<file path="config.mk">
export PLATFORM = sky130hd
export DESIGN_NAME = store_occ_ctrl
export DESIGN_NICKNAME = d
export VERILOG_FILES = /design/src/rtl/store_occ_pkg.sv /design/src/rtl/occ_threshold.sv /design/src/rtl/occ_counter.sv /design/src/rtl/occ_ctrl.sv /design/src/rtl/store_occ_ctrl.sv
export SDC_FILE = /design/constraint.sdc
export NUM_CORES = 1
export LEC_CHECK = 0
export BUFFER_PORTS_ARGS = -buffer_cell sky130_fd_sc_hd__buf_2
export CAP_MARGIN = 5
export CORE_AREA = 2 2 39 41
export CTS_CLUSTER_DIAMETER = 30
export DETAILED_ROUTE_END_ITERATION = 8
export DIE_AREA = 0 0 41 43
export SLEW_MARGIN = 20
export SYNTH_ARGS = -nofsm -noshare
export SYNTH_HDL_FRONTEND = slang
export SYNTH_HIERARCHICAL = 1
export SYNTH_SLANG_ARGS = --single-unit
</file>
<file path="constraint.sdc">
create_clock -name clk -period 3.71 [get_ports clk]
set_input_delay 0.742 -clock clk [delete_from_list [all_inputs] [get_ports clk]]
set_output_delay 0.742 -clock clk [all_outputs]
set_load 0.02 [all_outputs]
</file>
<file path="src/rtl/store_occ_pkg.sv">
package store_occ_pkg;

  typedef enum logic [1:0] {
    ST_IDLE = 2'b00,
    ST_RUN  = 2'b01,
    ST_HALT = 2'b11
  } occ_state_e;

  typedef struct packed {
    logic motor;
    logic lamp;
    logic inc;
    logic dec;
    logic clr;
  } occ_cmd_t;

endpackage

</file>
<file path="src/rtl/occ_threshold.sv">
module occ_threshold #(
  parameter int W      = 5,
  parameter int LIMIT  = 30,
  parameter bit EQ_CMP = 1'b1
) (
  input  logic [W-1:0] value,
  output logic         hit
);
  localparam logic [W-1:0] LIM_V = W'(LIMIT);

  generate
    if (EQ_CMP) begin : g_eq
      assign hit = (value == LIM_V);
    end else begin : g_lt
      assign hit = (value < LIM_V);
    end
  endgenerate
endmodule

</file>
<file path="src/rtl/occ_counter.sv">
module occ_counter #(
  parameter int CAP = 30,
  localparam int W  = $clog2(CAP + 1)
) (
  input  logic         clk,
  input  logic         rst,
  input  logic         clr,
  input  logic         inc,
  input  logic         dec,
  output logic [W-1:0] cnt
);
  localparam logic [W-1:0] TOP = W'(CAP);

  logic [W-1:0] cnt_q;
  logic         up_ok, dn_ok;

  assign up_ok = inc && !dec && (cnt_q != TOP);
  assign dn_ok = dec && !inc && (cnt_q != '0);

  always_ff @(posedge clk) begin
    if (rst || clr) cnt_q <= '0;
    else if (up_ok) cnt_q <= cnt_q + 1'b1;
    else if (dn_ok) cnt_q <= cnt_q - 1'b1;
  end

  assign cnt = cnt_q;


  no_overflow_chk: assert property (@(posedge clk) disable iff (rst)
    cnt_q <= TOP);


  both_hold_chk: assert property (@(posedge clk) disable iff (rst)
    (inc && dec && !clr) |=> $stable(cnt_q));


  floor_hold_chk: assert property (@(posedge clk) disable iff (rst)
    (cnt_q == '0 && !inc && !clr) |=> (cnt_q == '0));


  single_step_chk: assert property (@(posedge clk) disable iff (rst)
    (!clr) |=> (int'(cnt_q) - int'($past(cnt_q)) <= 1 &&
                int'($past(cnt_q)) - int'(cnt_q) <= 1));
endmodule

</file>
<file path="src/rtl/occ_ctrl.sv">
module occ_ctrl
  import store_occ_pkg::*;
(
  input  logic       clk,
  input  logic       rst,
  input  logic       run_sw,
  input  logic       cal_btn,
  input  logic       enter_p,
  input  logic       exit_p,
  input  logic       full,
  input  logic       low,
  output occ_cmd_t   cmd,
  output occ_state_e state
);
  occ_state_e st_q, st_d;

  always_comb begin
    st_d = st_q;
    cmd  = '0;
    unique case (st_q)
      ST_IDLE: begin
        if (run_sw && cal_btn) begin
          st_d    = ST_RUN;
          cmd.clr = 1'b1;
        end
      end
      ST_RUN: begin
        cmd.motor = 1'b1;
        cmd.inc   = enter_p;
        if (enter_p && full) begin
          st_d = ST_HALT;
        end else begin
          cmd.dec  = exit_p;
          cmd.lamp = low;
        end
      end
      ST_HALT: begin
        if (exit_p) st_d = ST_RUN;
      end
      default: st_d = ST_IDLE;
    endcase
  end

  always_ff @(posedge clk) begin
    if (rst) st_q <= ST_IDLE;
    else     st_q <= st_d;
  end

  assign state = st_q;


  halt_hold_chk: assert property (@(posedge clk) disable iff (rst)
    (st_q == ST_HALT && !exit_p) |=> (st_q == ST_HALT));


  idle_hold_chk: assert property (@(posedge clk) disable iff (rst)
    (st_q == ST_IDLE && !(run_sw && cal_btn)) |=> (st_q == ST_IDLE));
endmodule

</file>
<file path="src/rtl/store_occ_ctrl.sv">
module store_occ_ctrl #(
  parameter int CAP    = 30,
  parameter int LOW_TH = 10,
  localparam int CNT_W = $clog2(CAP + 1)
) (
  input  logic             clk,
  input  logic             rst,
  input  logic             run_sw,
  input  logic             cal_btn,
  input  logic             enter_pulse,
  input  logic             exit_pulse,
  output logic             motor_en,
  output logic             low_lamp,
  output logic             inc_strobe,
  output logic             dec_strobe,
  output logic             full_flag,
  output logic [CNT_W-1:0] occupancy
);
  import store_occ_pkg::*;

  occ_cmd_t   cmd;
  occ_state_e state;
  logic       full_w, low_w;
  logic [CNT_W-1:0] cnt_w;

  occ_ctrl u_ctrl (
    .clk     (clk),
    .rst     (rst),
    .run_sw  (run_sw),
    .cal_btn (cal_btn),
    .enter_p (enter_pulse),
    .exit_p  (exit_pulse),
    .full    (full_w),
    .low     (low_w),
    .cmd     (cmd),
    .state   (state)
  );

  occ_counter #(.CAP(CAP)) u_cnt (
    .clk (clk),
    .rst (rst),
    .clr (cmd.clr),
    .inc (cmd.inc),
    .dec (cmd.dec),
    .cnt (cnt_w)
  );

  occ_threshold #(.W(CNT_W), .LIMIT(CAP), .EQ_CMP(1'b1)) u_full_cmp (
    .value (cnt_w),
    .hit   (full_w)
  );

  occ_threshold #(.W(CNT_W), .LIMIT(LOW_TH), .EQ_CMP(1'b0)) u_low_cmp (
    .value (cnt_w),
    .hit   (low_w)
  );

  assign motor_en   = cmd.motor;
  assign low_lamp   = cmd.lamp;
  assign inc_strobe = cmd.inc;
  assign dec_strobe = cmd.dec;
  assign full_flag  = full_w;
  assign occupancy  = cnt_w;


  full_stop_chk: assert property (@(posedge clk) disable iff (rst)
    (inc_strobe && full_flag) |=> !motor_en);


  lamp_level_chk: assert property (@(posedge clk) disable iff (rst)
    low_lamp |-> (motor_en && int'(occupancy) < LOW_TH));


  start_clear_chk: assert property (@(posedge clk) disable iff (rst)
    (state == ST_IDLE && run_sw && cal_btn) |=> (occupancy == '0 && motor_en));


  halt_quiet_chk: assert property (@(posedge clk) disable iff (rst)
    (state == ST_HALT) |-> !(motor_en || low_lamp || inc_strobe || dec_strobe));
endmodule

</file>
==> results of run 1 <==
## cell usage after synthesis (2+ instances only)
cell      number  share of area [%]
nand4_1        4                5.0
ha_1           3                7.5
nand3b_1       2                3.0
xor2_1         2                3.5
nor2_1         5                3.8
inv_1          2                1.5
a21oi_1        3                3.0
and3_1         3                3.8
o21a_1         2                3.0
or3_1          2                2.5
dfxtp_1        7                 28
mux2i_1        2                4.0
o21ai_0        4                4.0
nand2_1        4                3.0
## tightest hold or removal path: stages, from the launching register on
cell      delay (ns)
dfxtp_1         0.32
inv_1           0.08
a211oi_2        0.04
## final cells by class
type                            instances  area [um^2]  area share, %
Multi-Input combinational cell         49        352.8          56.63
Sequential cell                         7        140.1          22.49
Timing Repair Buffer                   15        75.07          12.05
Clock buffer                            3        22.52          3.614
Tap cell                               16        20.02          3.213
Inverter                                2        7.507          1.205
Clock inverter                          1        5.005         0.8032
## per-layer routing
layer	part of all wire, %	GRT usage [%]	wire, um	vias to the layer above
met5	0	0	0	-
li1	-	-	-	252
met3	8.7	9.424	89	0
met2	45	20.00	459	17
met1	46	19.09	477	213
met4	0	4.000	0	0
## power by group
group | total [uW] | switching, uW | internal (uW)
sequential | 87.2 | 7.68 | 79.6
combinational | 56.1 | 29.7 | 26.5
clock | 70.4 | 30.9 | 39.5
## worst max-delay path by stage
stage	startpoint	to	slack (ns)	depth (start not counted)
2_1_floorplan	u_cnt/cnt[1]$_SDFFE_PP0P_	u_cnt/cnt[4]$_SDFFE_PP0P_	0.37	12
3_3_place_gp	enter_pulse	u_cnt/cnt[4]$_SDFFE_PP0P_	0.58	11
3_5_place_dp	enter_pulse	u_cnt/cnt[4]$_SDFFE_PP0P_	0.52	11
4_1_cts	u_cnt/cnt[1]$_SDFFE_PP0P_	u_cnt/cnt[4]$_SDFFE_PP0P_	0.55	12
5_1_grt	u_cnt/cnt[1]$_SDFFE_PP0P_	u_cnt/cnt[4]$_SDFFE_PP0P_	0.14	12
6_report	u_cnt/cnt[1]$_SDFFE_PP0P_	u_cnt/cnt[4]$_SDFFE_PP0P_	0.53	12
## through the flow
stage	power, uW	instance area [um^2]	utilization [%]	setup slack (ns)	std cells
2_1_floorplan	129.5	500.5	-	0.3722	58
3_3_place_gp	145.4	595.6	43.04	0.5771	89
3_5_place_dp	145.2	595.6	43.04	0.5236	89
4_1_cts	218.1	623.1	45.03	0.5509	93
5_1_grt	228.5	623.1	45.03	0.1387	93
6_report	213.7	623.1	45.03	0.5332	93
## cell families after synthesis
family / count (synthesis) / synth area share (%)
fa+ha+maj: 4 / 11.50
xor+xnor: 2 / 3.501
mux: 2 / 4.000
simple gates: 27 / 32.25
buf+inv: 2 / 1.501
flops: 7 / 28.00
compound gates: 14 / 19.25
## registers in the layout (all words and copies together) (netlist names)
signal,cells
u_ctrl/state,2
u_cnt/cnt,5
==> run_results.csv, run 1 <==
group,metric,value,unit
yosys,synth_area,500.5,um^2
sta,fmax,314.8,MHz
setup_path,worstSetupPathType,"reg2reg",
layout,fillers,142,
setup_path,endpoint_kind,"flop",
clocking,clock_latency,0.26,ns
routing,drc,0,
setup_path,crit_fanout,8,
clocking,clock_path_buffers,2,
floorplanning,start_util,36.17,%
setup_path,rrSetupSlack,0.53,ns
routing,wl,1.026,mm
global_route,overflow,0,
clocking,tritoncts,"done",
sta,period_share,85.63,%
layout,area_growth,24.50,%
layout,final_common_cell,"buf_2",
sta,slew_headroom,71.95,%
sta,rsz0062_at_grt,"false",
clocking,cts-root-buf,"clkbuf_4",
floorplanning,die_x,41,um
clocking,cts_setup_buffers,0,
yosys,postSynthCellCount,58,
setup_path,crit_family,"simple AND/OR/NAND/NOR gates",
routing,drt_iter0_markers,5,
layout,n_antenna_cell,0,
placement,port_buffers,15,
sta,drv_slew,0,
setup_path,crit_arrival,3.37,ns
setup_path,slowest_delay,0.49,ns
yosys,synth_cell_types,27,
global_route,first_global_vias,409,
yosys,synth-main-ff-cell,"dfxtp_1",
floorplanning,core,0.001384,mm^2
layout,final_cell_mix,"buf_2 (15), dfxtp_1 (7), nor2_1 (5)",
placement,gp_congestion,0.7504,
global_route,grt_max_degree,9,
routing,dr.pass1.iters,4,
power,powerDensity,343.0,mW/mm^2
layout,drive_gt1_share,31.17,%
routing,vias,482,
sta,final-setup-viol-count,0,
setup_path,r2r_start,"u_cnt/cnt[1]$_SDFFE_PP0P_",
min_path,min_path_type,"reg2reg",
yosys,yosys_warnings,6,
yosys,synth-seq-area-share,28.00,%
setup_path,path_cells,"nand4_1 > nor2_1 > nand2_1 > and3_1 > or2b_1 > a41oi_1 > inv_1 > fa_1 > a21o_1 > a21oi_1 > mux2i_1 > mux2i_1",
yosys,synth-seq-cells,7,
power,power.leakage,0.0003105,uW
clocking,clkTransAtPathRegs,0.06,ns
sta,timing.hold.ws,0.4852,ns
yosys,synth_nets,68,
setup_path,crit_path_start_kind,"flop",
sta,fin_setup_tns,0,ns
clocking,cts_sinks,7,
floorplanning,die_area,0.001763,mm^2
setup_path,cp.required,3.90,ns
floorplanning,num_rows,14,
min_path,hold_end,"u_ctrl/state[1]$_SDFFE_PP0P_",
routing,route.antenna.remaining_nets,0,
sta,worst_pin_slew,0.4153,ns
yosys,synth_edf_count,0,
floorplanning,ioPinCount,16,
min_path,holdPathStages,2,
clocking,ctsResizeCount,0,
setup_path,crit_path_frequent_cell,"mux2i_1",
sta,layout_min_cycle_time,3.177,ns
global_route,gr-usage-all-layers,14.79,%
setup_path,r2r_end,"u_cnt/cnt[4]$_SDFFE_PP0P_",
sta,hold_viol_final,0,
clocking,cts_hold_buf,0,
global_route,grt_pass1_wl,1.711,mm
sta,finalClockSkew,0.006105,ns
placement,dp_hpwl,811.6,um
global_route,antenna_found_initial,0,
setup_path,crit_path_top_delay_cell,"dfxtp_1",
outcome,status,"finished clean",
setup_path,cp.buffers_inverters,1,
floorplanning,die_y,43,um
yosys,synthArstFlopShare,0,%
power,irDropWorstVdd,174.5,uV
job,cap_violations,0,
min_path,worstHoldStart,"u_ctrl/state[0]$_SDFFE_PP0P_",
layout,final_nets,88,
yosys,syn_avg_cell_area,8.629,um^2
clocking,cts_inserted_buffers,3,
clocking,htreeDepth,1,
routing,wire_per_inst,11.03,um
routing,vias_per_cell,5.183,
setup_path,reg2reg_depth,12,
(Power assumes the default switching activity.)
==> run 2, diff against run 1 <==
--- a/config.mk
+++ b/config.mk
@@ -9,8 +9,11 @@
 export CAP_MARGIN = 5
 export CORE_AREA = 2 2 39 41
 export CTS_CLUSTER_DIAMETER = 30
+export CTS_CLUSTER_SIZE = 16
 export DETAILED_ROUTE_END_ITERATION = 8
 export DIE_AREA = 0 0 41 43
+export PLACE_DENSITY = 0.62
+export RECOVER_POWER = 100
 export SLEW_MARGIN = 20
 export SYNTH_ARGS = -nofsm -noshare
 export SYNTH_HDL_FRONTEND = slang
==> run_results.csv, run 2 (synthesis gave the netlist of run 1 again) <==
group,metric,value,unit
clocking,cts_sinks,7,
floorplanning,die_x,41,um
layout,final_common_cell,"clkbuf_1",
sta,layout_setup_ws,0.4374,ns
setup_path,r2r_start,"u_cnt/cnt[1]$_SDFFE_PP0P_",
placement,port_buffers,15,
clocking,tritoncts,"done",
sta,hold_viol_final,0,
placement,gp_congestion,0.8006,
setup_path,reg2reg_depth,12,
sta,worst_pin_slew,0.4584,ns
setup_path,cp.required,3.89,ns
clocking,cts_inserted_buffers,3,
floorplanning,core,0.001384,mm^2
setup_path,crit_arrival,3.45,ns
setup_path,crit_path_start_kind,"flop",
global_route,overflow,0,
sta,drv_slew,0,
sta,finalClockSkew,0.008989,ns
layout,drive_gt1_share,15.58,%
routing,vias_per_cell,5.355,
power,powerDensity,358.4,mW/mm^2
power,power.leakage,0.0002697,uW
floorplanning,die_y,43,um
layout,final_cell_mix,"clkbuf_1 (10), dfxtp_1 (7), buf_2 (6)",
power,irDropWorstVdd,161.0,uV
setup_path,worstSetupPathType,"reg2reg",
placement,dp_hpwl,817.3,um
outcome,status,"finished clean",
sta,fin_setup_tns,0,ns
floorplanning,num_rows,14,
routing,wire_per_inst,12.32,um
clocking,clkTransAtPathRegs,0.06,ns
clocking,cts_setup_buffers,0,
routing,drc,0,
clocking,ctsResizeCount,0,
global_route,first_global_vias,417,
floorplanning,ioPinCount,16,
sta,slew_headroom,69.33,%
clocking,cts-root-buf,"clkbuf_4",
job,cap_violations,0,
min_path,holdPathStages,2,
clocking,clock_path_buffers,2,
global_route,gr-usage-all-layers,15.88,%
routing,route.antenna.remaining_nets,0,
global_route,grt_max_degree,9,
global_route,antenna_found_initial,0,
floorplanning,die_area,0.001763,mm^2
min_path,worstHoldStart,"u_ctrl/state[0]$_SDFFE_PP0P_",
setup_path,endpoint_kind,"flop",
layout,final_nets,88,
setup_path,rrSetupSlack,0.44,ns
setup_path,r2r_end,"u_cnt/cnt[4]$_SDFFE_PP0P_",
sta,layout_min_cycle_time,3.273,ns
sta,final-setup-viol-count,0,
layout,area_growth,20.50,%
min_path,hold_end,"u_ctrl/state[1]$_SDFFE_PP0P_",
clocking,clock_latency,0.26,ns
routing,wl,1.146,mm
layout,largest_reg_flops,5,
clocking,cts_hold_buf,0,
sta,fmax,305.6,MHz
clocking,htreeDepth,1,
placement,place_ws,0.4954,ns
layout,fin_util,43.58,%
min_path,min_path_type,"reg2reg",
routing,dr.pass1.iters,4,
sta,rsz0062_at_grt,"false",
global_route,grt_pass1_wl,1.828,mm
layout,n_antenna_cell,0,
layout,fillers,152,
sta,period_share,88.21,%
floorplanning,start_util,36.17,%
routing,vias,498,
setup_path,crit_fanout,8,
routing,drt_iter0_markers,10,
## run 2: worst max-delay path by stage
stage,cells past startpoint,slack (ns),start,to
floorplan,12,0.37,u_cnt/cnt[1]$_SDFFE_PP0P_,u_cnt/cnt[4]$_SDFFE_PP0P_
global placement,11,0.51,enter_pulse,u_cnt/cnt[4]$_SDFFE_PP0P_
detailed placement,11,0.50,enter_pulse,u_cnt/cnt[4]$_SDFFE_PP0P_
CTS,12,0.50,u_cnt/cnt[1]$_SDFFE_PP0P_,u_cnt/cnt[4]$_SDFFE_PP0P_
global route,12,0.19,u_cnt/cnt[1]$_SDFFE_PP0P_,u_cnt/cnt[4]$_SDFFE_PP0P_
finish,12,0.44,u_cnt/cnt[1]$_SDFFE_PP0P_,u_cnt/cnt[4]$_SDFFE_PP0P_
## run 2: metal layers
layer	part of all wire, %	global-route usage (%)
met5	0	0
met1	46	22.58
met4	1.6	8.000
met2	43	19.06
met3	8.6	7.853
## run 2: where the power goes
group | switching (uW) | total [uW] | internal (uW)
combinational | 31.2 | 56.1 | 24.9
sequential | 7.66 | 87.2 | 79.5
clock | 31.6 | 72.9 | 41.3
total | 70.5 | 216 | 146
## run 2: final cells by class
| cell class | instances | area [um^2] | share of cell area, % |
|---|---|---|---|
| tap | 16 | 20.02 | 3.320 |
| multi-input combinational | 49 | 345.3 | 57.26 |
| clock buffer | 4 | 26.28 | 4.357 |
| timing repair buffer | 15 | 63.81 | 10.58 |
| inverter | 2 | 7.507 | 1.245 |
| sequential | 7 | 140.1 | 23.24 |
## run 2: critical path, stage by stage, from the launching register on
cell and delay, ns:
dfxtp_1 0.49, nand4_1 0.14, nor2_1 0.18, nand2_1 0.08, and3_1 0.20, or2b_1 0.22
a41oi_1 0.35, inv_1 0.25, fa_1 0.44, a21o_1 0.20, a21oi_1 0.18, mux2i_1 0.26
mux2i_1 0.20
## run 2: metrics by stage
step,std cells,instance area [um^2],total power (uW),hold slack (ns)
CTS,93,621.8,219.9,0.4889
global placement,89,595.6,145.3,0.4778
floorplan,58,500.5,129.5,0.4512
global route,93,603.1,231.9,0.5003
detailed placement,89,595.6,145.8,0.4780
finish,93,603.1,216.2,0.4788
